===== src/rtl/rec_pkg.sv =====
package rec_pkg;
  localparam int ADDR_W = 64;
  typedef logic [ADDR_W-1:0] addr_t;

  // Both bounds share every bit above the page offset.
  function automatic logic page_shared(addr_t a, addr_t b, int unsigned pbits);
    return ((a ^ b) >> pbits) == '0;
  endfunction

  // Half-open window lo <= a < hi.
  function automatic logic window_hit(addr_t a, addr_t lo, addr_t hi);
    return (a >= lo) && (a < hi);
  endfunction

  // Aligned region: masked bits of address equal masked bits of match.
  function automatic logic region_hit(addr_t a, addr_t m, addr_t k);
    return ((a ^ m) & k) == '0;
  endfunction
endpackage


===== src/rtl/rec_cfg_regs.sv =====
module rec_cfg_regs
  import rec_pkg::*;
#(
  parameter int NUM_PAIRS = 4,
  parameter int SEL_W     = 4
) (
  input  logic                  clk,
  input  logic                  rst_n,
  input  logic                  cfg_we,
  input  logic [SEL_W-1:0]      cfg_sel,
  input  addr_t                 cfg_wdata,
  output addr_t                 fine_lo,
  output addr_t                 fine_hi,
  output logic                  fine_en,
  output logic [NUM_PAIRS-1:0]  pair_en,
  output addr_t [NUM_PAIRS-1:0] pair_match,
  output addr_t [NUM_PAIRS-1:0] pair_mask
);
  localparam logic [SEL_W-1:0] SEL_LO  = SEL_W'(0);
  localparam logic [SEL_W-1:0] SEL_HI  = SEL_W'(1);
  localparam logic [SEL_W-1:0] SEL_CTL = SEL_W'(2);
  localparam int               PAIR_BASE = 4;

  always_ff @(posedge clk or negedge rst_n) begin
    if (!rst_n) begin
      fine_lo <= '0;
      fine_hi <= '0;
      fine_en <= 1'b0;
      pair_en <= '0;
    end else if (cfg_we) begin
      if (cfg_sel == SEL_LO)  fine_lo <= cfg_wdata;
      if (cfg_sel == SEL_HI)  fine_hi <= cfg_wdata;
      if (cfg_sel == SEL_CTL) begin
        fine_en <= cfg_wdata[0];
        pair_en <= cfg_wdata[NUM_PAIRS:1];
      end
    end
  end

  for (genvar k = 0; k < NUM_PAIRS; k++) begin : g_pair
    localparam logic [SEL_W-1:0] SEL_M = SEL_W'(PAIR_BASE + 2*k);
    localparam logic [SEL_W-1:0] SEL_K = SEL_W'(PAIR_BASE + 2*k + 1);
    always_ff @(posedge clk or negedge rst_n) begin
      if (!rst_n) begin
        pair_match[k] <= '0;
        pair_mask[k]  <= '0;
      end else if (cfg_we) begin
        if (cfg_sel == SEL_M) pair_match[k] <= cfg_wdata;
        if (cfg_sel == SEL_K) pair_mask[k]  <= cfg_wdata;
      end
    end
  end
endmodule


===== src/rtl/rec_fine_window.sv =====
module rec_fine_window
  import rec_pkg::*;
#(
  parameter int PAGE_BITS = 12
) (
  input  addr_t addr,
  input  addr_t lo,
  input  addr_t hi,
  input  logic  en,
  output logic  accepted,
  output logic  hit
);
  always_comb begin
    accepted = en && page_shared(lo, hi, PAGE_BITS);
    hit      = window_hit(addr, lo, hi);
  end
endmodule


===== src/rtl/rec_coarse_bank.sv =====
module rec_coarse_bank
  import rec_pkg::*;
#(
  parameter int NUM_PAIRS = 4
) (
  input  addr_t                 addr,
  input  logic [NUM_PAIRS-1:0]  pair_en,
  input  addr_t [NUM_PAIRS-1:0] pair_match,
  input  addr_t [NUM_PAIRS-1:0] pair_mask,
  output logic                  any_hit
);
  logic [NUM_PAIRS-1:0] hits;

  for (genvar k = 0; k < NUM_PAIRS; k++) begin : g_cmp
    assign hits[k] = pair_en[k] && region_hit(addr, pair_match[k], pair_mask[k]);
  end

  assign any_hit = |hits;
endmodule


===== src/rtl/rec_event_count.sv =====
module rec_event_count #(
  parameter int CNT_W = 64
) (
  input  logic             clk,
  input  logic             rst_n,
  input  logic             clr,
  input  logic             inc,
  output logic [CNT_W-1:0] count
);
  localparam logic [CNT_W-1:0] ONE = CNT_W'(1);

  always_ff @(posedge clk or negedge rst_n) begin
    if (!rst_n)    count <= '0;
    else if (clr)  count <= '0;
    else if (inc)  count <= count + ONE;
  end
endmodule


===== src/rtl/range_event_counter.sv =====
module range_event_counter
  import rec_pkg::*;
#(
  parameter int CNT_W     = 64,
  parameter int NUM_PAIRS = 4,
  parameter int PAGE_BITS = 12,
  parameter int SEL_W     = $clog2(4 + 2*NUM_PAIRS)
) (
  input  logic              clk,
  input  logic              rst_n,
  input  logic              clr,
  input  logic              ev_valid,
  input  logic [ADDR_W-1:0] ev_addr,
  input  logic              ev_is_data,
  input  logic              cfg_we,
  input  logic [SEL_W-1:0]  cfg_sel,
  input  logic [ADDR_W-1:0] cfg_wdata,
  output logic [CNT_W-1:0]  count,
  output logic              fine_ok
);
  addr_t                 fine_lo, fine_hi;
  logic                  fine_en;
  logic [NUM_PAIRS-1:0]  pair_en;
  addr_t [NUM_PAIRS-1:0] pair_match, pair_mask;

  // Named internal events for the checker.
  logic fine_hit_w;
  logic coarse_hit_w;
  logic use_fine_w;
  logic qual_w;

  rec_cfg_regs #(.NUM_PAIRS(NUM_PAIRS), .SEL_W(SEL_W)) u_cfg (
    .clk(clk), .rst_n(rst_n), .cfg_we(cfg_we), .cfg_sel(cfg_sel),
    .cfg_wdata(cfg_wdata), .fine_lo(fine_lo), .fine_hi(fine_hi),
    .fine_en(fine_en), .pair_en(pair_en), .pair_match(pair_match),
    .pair_mask(pair_mask)
  );

  rec_fine_window #(.PAGE_BITS(PAGE_BITS)) u_fine (
    .addr(ev_addr), .lo(fine_lo), .hi(fine_hi), .en(fine_en),
    .accepted(fine_ok), .hit(fine_hit_w)
  );

  rec_coarse_bank #(.NUM_PAIRS(NUM_PAIRS)) u_coarse (
    .addr(ev_addr), .pair_en(pair_en), .pair_match(pair_match),
    .pair_mask(pair_mask), .any_hit(coarse_hit_w)
  );

  // Instruction events take the exact window when it is legal;
  // data events and rejected windows use the coarse regions.
  assign use_fine_w = fine_ok && !ev_is_data;
  assign qual_w     = ev_valid && (use_fine_w ? fine_hit_w : coarse_hit_w);

  rec_event_count #(.CNT_W(CNT_W)) u_cnt (
    .clk(clk), .rst_n(rst_n), .clr(clr), .inc(qual_w), .count(count)
  );
endmodule


===== config.mk =====
export PLATFORM = sky130hd
export DESIGN_NAME = range_event_counter
export DESIGN_NICKNAME = d
export VERILOG_FILES = /design/src/rtl/rec_pkg.sv /design/src/rtl/rec_cfg_regs.sv /design/src/rtl/rec_fine_window.sv /design/src/rtl/rec_coarse_bank.sv /design/src/rtl/rec_event_count.sv /design/src/rtl/range_event_counter.sv
export SDC_FILE = /design/constraint.sdc
export NUM_CORES = 2
export LEC_CHECK = 0
export CAP_MARGIN = 20
export CORE_ASPECT_RATIO = 1.25
export CORE_UTILIZATION = 55
export CTS_BUF_LIST = sky130_fd_sc_hd__clkbuf_8
export DETAILED_ROUTE_END_ITERATION = 12
export PLACE_DENSITY_LB_ADDON = 0.2
export RECOVER_POWER = 25
export SLEW_MARGIN = 20
export SYNTH_ARGS = -nofsm -noshare
export SYNTH_HDL_FRONTEND = slang
export SYNTH_SLANG_ARGS = --single-unit

===== constraint.sdc =====
create_clock -name clk -period 3.05 [get_ports clk]
set_input_delay 0.61 -clock clk [delete_from_list [all_inputs] [get_ports clk]]
set_output_delay 0.61 -clock clk [all_outputs]
set_load 0.02 [all_outputs]

### Yosys cells after proc, flatten, opt, wreduce, memory -nomap -nowiden

Cells that the tools add are included.

* bits in registers: 709
* bits in latches: 0
* RAM bits: 0
* bits in read-only memories: 0
* output and inout port bits: 65
* word-level logic and storage cells: 66
* memories kept: 0

* add/sub/neg operators: 1
* $mul: 0
* div/mod/pow operators: 0
* $lt $le $gt $ge: 2
* equal/unequal tests: 10
* shift-type cells: 0
* multiplexer cells: 3
* bitwise logic cells: 9
* reduce and logical (&&, ||, !) cells: 28

Operators by type and width (count)
* 64-bit zero test: 5
* 64-bit XOR: 5
* 64-bit bitwise AND: 4
* 64-bit two-way mux: 2
* 64-bit by 1-bit adder with 64-bit output, second input constant: 1
* 64-bit >= comparator: 1
* 64-bit < comparator: 1
* 2-bit AND reduction: 11
* 4-bit by 3-bit == test with 1-bit output, second input constant: 4
* 4-bit == test, second input constant: 4
* 1-bit logical AND: 8
* 4-bit by 1-bit == test with 1-bit output, second input constant: 1
* 4-bit by 2-bit == test with 1-bit output, second input constant: 1
* 4-bit zero test: 1
* 4-bit OR reduction: 1
* 2-bit nonzero test: 1
* 1-bit zero test: 1
* 1-bit two-way mux: 1

### Depth between registers and ports, before layout

* depth after elaboration: 9
* gate-level depth with buffers: 14
* mapped depth without buffers: 11

### By module

Synthesis repeated with hierarchy kept, for this count alone.

* cells, all modules: 2750
* area, all modules: 34988.6 um^2

By module, submodules not included
* rec_cfg_regs: times used 1, cells an instance 1435, area each 24174.4 um^2
* rec_fine_window: times used 1, cells an instance 513, area each 3738.6 um^2
* rec_coarse_bank: times used 1, cells an instance 419, area each 3583.4 um^2
* rec_event_count: times used 1, cells an instance 379, area each 3460.8 um^2
* range_event_counter: times used 1, cells an instance 4, area each 31.3 um^2

### Worst setup path after synthesis

No wires, ideal clock.

* path type: input to register
* start: input ev_addr[34]
* end: register u_cnt.count[34]
* setup time: 128 ps
* arrival: 3078 ps
* path slack: -156 ps
* stages: 11
* cell sequence: ha_1 > a21o_1 > a21oi_1 > a2111oi_0 > or4_1 > a2111oi_0 > nand2_1 > a21boi_4 > buf_4 > nor4b_1 > mux2_1

* longest elaborated chain between the ends: 8

Ends and longest elaborated chain
* start: declaration: RTL line range_event_counter.sv:13 `input logic [ADDR_W-1:0] ev_addr,`
* parallel branches: the longest is 5 deep, another holds 64-bit >= comparator
* 1-bit two-way mux (*): RTL line range_event_counter.sv:52 `assign qual_w = ev_valid && (use_fine_w ? fine_hit_w : coarse_hit_w);`
* 1-bit logical AND (*): RTL line range_event_counter.sv:52
* 2-bit nonzero test (no line) (*)
* end signal: assignment: RTL line rec_event_count.sv:15 `else if (inc) count <= count + ONE;`
* end: declaration: RTL line rec_event_count.sv:8 `output logic [CNT_W-1:0] count`

Mark *: on every way between the ends.
A chain may end at the register's enable or synchronous reset.

### Worst setup path after layout

* start: input ev_addr[55]
* end: register u_cnt.count[23]

Same word-level chain as after synthesis.

==> results.sh <==
export IMPL_outcome="complete, but fails checks"
export IMPL_violations="max-capacitance violations, max-slew violations, negative setup slack"
export IMPL_final_hold_violation_count=0
export IMPL_synth_top_family_by_area="multiplexers"
export IMPL_power_density_nw_per_um2=639.0
export IMPL_hp_class="in2reg"
export IMPL_r2r_end="u_cnt.count[23]"
export IMPL_crit_start="ev_addr[55]"
export IMPL_cts_root_buf="clkbuf_8"
export IMPL_min_period_ns=3.529
export IMPL_tns_ns=-21.30
export IMPL_synth_adder_area_share=0.04519
export IMPL_skew_ns=0.03543
export IMPL_finalWorstSetupSlack_ns=-0.4791
export IMPL_final_max_slew_viol_count=72
export IMPL_crit_fanout=9
export IMPL_rr_worst_depth=15
export IMPL_worstPathRequired_ns=3.68
export IMPL_cts_buffer_depth=3
export IMPL_io_pins=203
export IMPL_die_area_sq_um=65460
export IMPL_place_area_sq_um=41570
export IMPL_routabilityCongestion=1.015
export IMPL_synthSimpleGateAreaFrac=0.07358
export IMPL_ys_warn_count=0
export IMPL_worstSetupEndpointType="flop"
export IMPL_grt_pass1_wl_mm=184.4
export IMPL_clkLatencyLatePin_ns=0.75
export IMPL_finish_utilization=0.7323
export IMPL_synth_seq_cells=709
export IMPL_core_area_sq_um=63410
export IMPL_gr_total_overflow=0
export IMPL_wl_per_cell_um=28.56
export IMPL_fp_dieH_um=285.8
export IMPL_grt_pass1_vias=28420
export IMPL_rsz0062_at_grt="true"
export IMPL_drtAntennaViolNets=0
export IMPL_avgSynthCellArea_sq_um=12.37
export IMPL_port_buffers=202
export IMPL_die_w_um=229.0
export IMPL_synth_mux_area_frac=0.2192
export IMPL_synth_compound_area_frac=0.05331
export IMPL_drt_iter0_markers=1959
export IMPL_critical_path_class="in2reg"
export IMPL_nNetsFinal=3725
export IMPL_numCtsBuffers=113
export IMPL_relSlewSlack=-0.7043
export IMPL_pre_cts_ws_ns=-1.462
export IMPL_fin_crit_sh=1.157
export IMPL_h_tree_depth=3
export IMPL_viasPerCell=6.118
export IMPL_path_clk_slew_ns=0.06
export IMPL_vias=26830
export IMPL_ys_async_sr_fraction=1.000
export IMPL_synth_ff_type="dfrtp_1"
export IMPL_holdPathStages=4
export IMPL_cts_tree="done"
export IMPL_ys_seq_area_frac=0.5006
export IMPL_drc=0
export IMPL_yosys_cell_types_count=54
export IMPL_ir_drop_uv=508.2
export IMPL_synth_edf_count=0
export IMPL_start_kind="input pin"
export IMPL_fmax_mhz=283.4
export IMPL_grt_antenna_before_repair=6
export IMPL_crit_path_end="u_cnt.count[23]"
export IMPL_synth_xor_area_frac=0.07587
export IMPL_arrival_ns=4.16
export IMPL_synth_cells=2865
export IMPL_power_leakage_uw=0.02084
export IMPL_post_dp_hpwl_mm=87.54
export IMPL_clock_sinks=709
export IMPL_syn_area_sq_um=35440
export IMPL_post_route_cell_area_sq_um=46430
export IMPL_r2r_slack_ns=-0.47
export IMPL_drt_pass1_iterations=7
export IMPL_setup_viol=65
export IMPL_routed_wirelength_mm=125.3
export IMPL_tightestPinTransition_ns=2.556
export IMPL_final_cell_mix="709 x dfrtp_1, 653 x mux2_2, 335 x buf_4"
export IMPL_r2r_start="u_cfg.pair_match[136]"
export IMPL_track_usage=0.3842
export IMPL_final_common_cell="dfrtp_1"
export IMPL_std_cell_rows=103
export IMPL_cap_violations=1
export IMPL_syn_to_final_growth_pct=31.02
export IMPL_drive_above_1_share=0.4221
export IMPL_initial_core_util=0.5589
export IMPL_grt_max_degree=108
export IMPL_syn_num_nets=3131
cells in the mapped netlist, drive strengths merged (3+ instances only):
library cell | n | area, sq um
xnor2 | 19 | 166.4
a21o | 4 | 30.03
inv | 130 | 488.0
or3 | 4 | 25.02
a2111oi | 4 | 35.03
and4 | 10 | 87.58
nor3b | 3 | 22.52
nor2 | 74 | 277.8
buf | 73 | 304.0
nand4 | 80 | 500.5
a221oi | 15 | 131.4
nor4 | 55 | 350.3
nand2b | 7 | 43.79
dfrtp | 709 | 17740
a22oi | 100 | 750.7
o41ai | 19 | 166.4
xor2 | 288 | 2522
a211oi | 9 | 67.56
a222oi | 4 | 40.04
or4 | 6 | 45.04
nor2b | 48 | 300.3
o311ai | 18 | 157.6
nor3 | 19 | 105.1
and3 | 12 | 75.07
nand3 | 44 | 220.2
nor4b | 3 | 26.28
and2 | 9 | 56.30
o21a | 3 | 22.52
mux2 | 689 | 7759
nand2 | 73 | 274.0
a21oi | 47 | 235.2
a22o | 11 | 96.34
or2 | 20 | 125.1
clkbuf | 93 | 349.1
o21ai | 20 | 100.1
ha | 128 | 1602
worst max-delay path, stage by stage:
cell and delay, ns:
clkdlybuf4s50_1 0.47, buf_6 0.19, xor2_2 0.20, a22oi_1 0.09
buf_4 0.17, nand4_1 0.14, nor4_2 0.07, nand4_1 0.14
nor4_2 0.06, buf_4 0.15, nor4_4 0.91, buf_4 0.26
buf_12 0.17, buf_4 0.14, nor4_4 0.03, mux2_4 0.32
final cells by class:
| class | instances | area (sq um) |
|---|---|---|
| flip-flops and latches | 709 | 17740 |
| fillers | 4313 | 16970 |
| clock buffers | 139 | 1913 |
| diodes | 3 | 7.507 |
| multi-input cells | 1860 | 18560 |
| repair buffers | 645 | 6319 |
| well taps | 840 | 1051 |
| clock inverters | 59 | 351.6 |
| inverters | 130 | 488.0 |
per-layer routing:
layer  vias up  part of all wire  global-route usage
met5         -          0.000096                   0
met4         2             0.079              0.2625
met3       412             0.057             0.05572
met2      1078              0.48              0.6324
met1     13890              0.38              0.4696
li1      11440                 -                   -
worst min path at each step:
stage                           startpoint          endpoint  slack (ns)
after floorplan                      rst_n     u_cfg.fine_en        0.31
after global placement    u_cfg.fine_hi[8]  u_cfg.fine_hi[8]        0.49
after detailed placement  u_cfg.fine_hi[3]  u_cfg.fine_hi[3]        0.49
after CTS                              clr   u_cnt.count[63]        0.41
after global routing                   clr   u_cnt.count[37]        0.26
final                                  clr   u_cnt.count[37]        0.28
registers in the layout, indices dropped and copies added (netlist names):
signal,flops
u_cfg.fine_en,1
u_cfg.fine_hi,64
u_cfg.fine_lo,64
u_cfg.pair_en,4
u_cfg.pair_mask,256
u_cfg.pair_match,256
u_cnt.count,64
where the power goes:
part / switching, uW / internal (uW)
Combinational: 4290 / 4360
Clock: 3910 / 4340
Sequential: 1350 / 11400
Total: 9560 / 20100
per-stage QoR:
step	instances	power, uW	hold WS (ns)
global route	4384	30940	0.2618
floorplan	2865	16700	0.3144
global placement	4134	20690	0.4876
finish	4385	29670	0.2817
CTS	4370	29520	0.4068
detailed placement	4134	21050	0.4934
cell families after synthesis:
logic type               after synthesis
flip-flops                           709
multiplexers                         690
AND/OR/NAND/NOR                      475
XOR/XNOR                             307
buffers and inverters                296
AO/OA/AOI/OAI                        260
adder cells (fa/ha/maj)              128
what timing repair did:
action	CTS	global route
hold buffers	1	0
setup buffers	24	10
gates cloned	15	2
gates resized for setup	294	74
hold endpoints to repair	53	0
setup endpoints to repair	65	65
pin swaps	80	29
(Power assumes the default switching activity.)
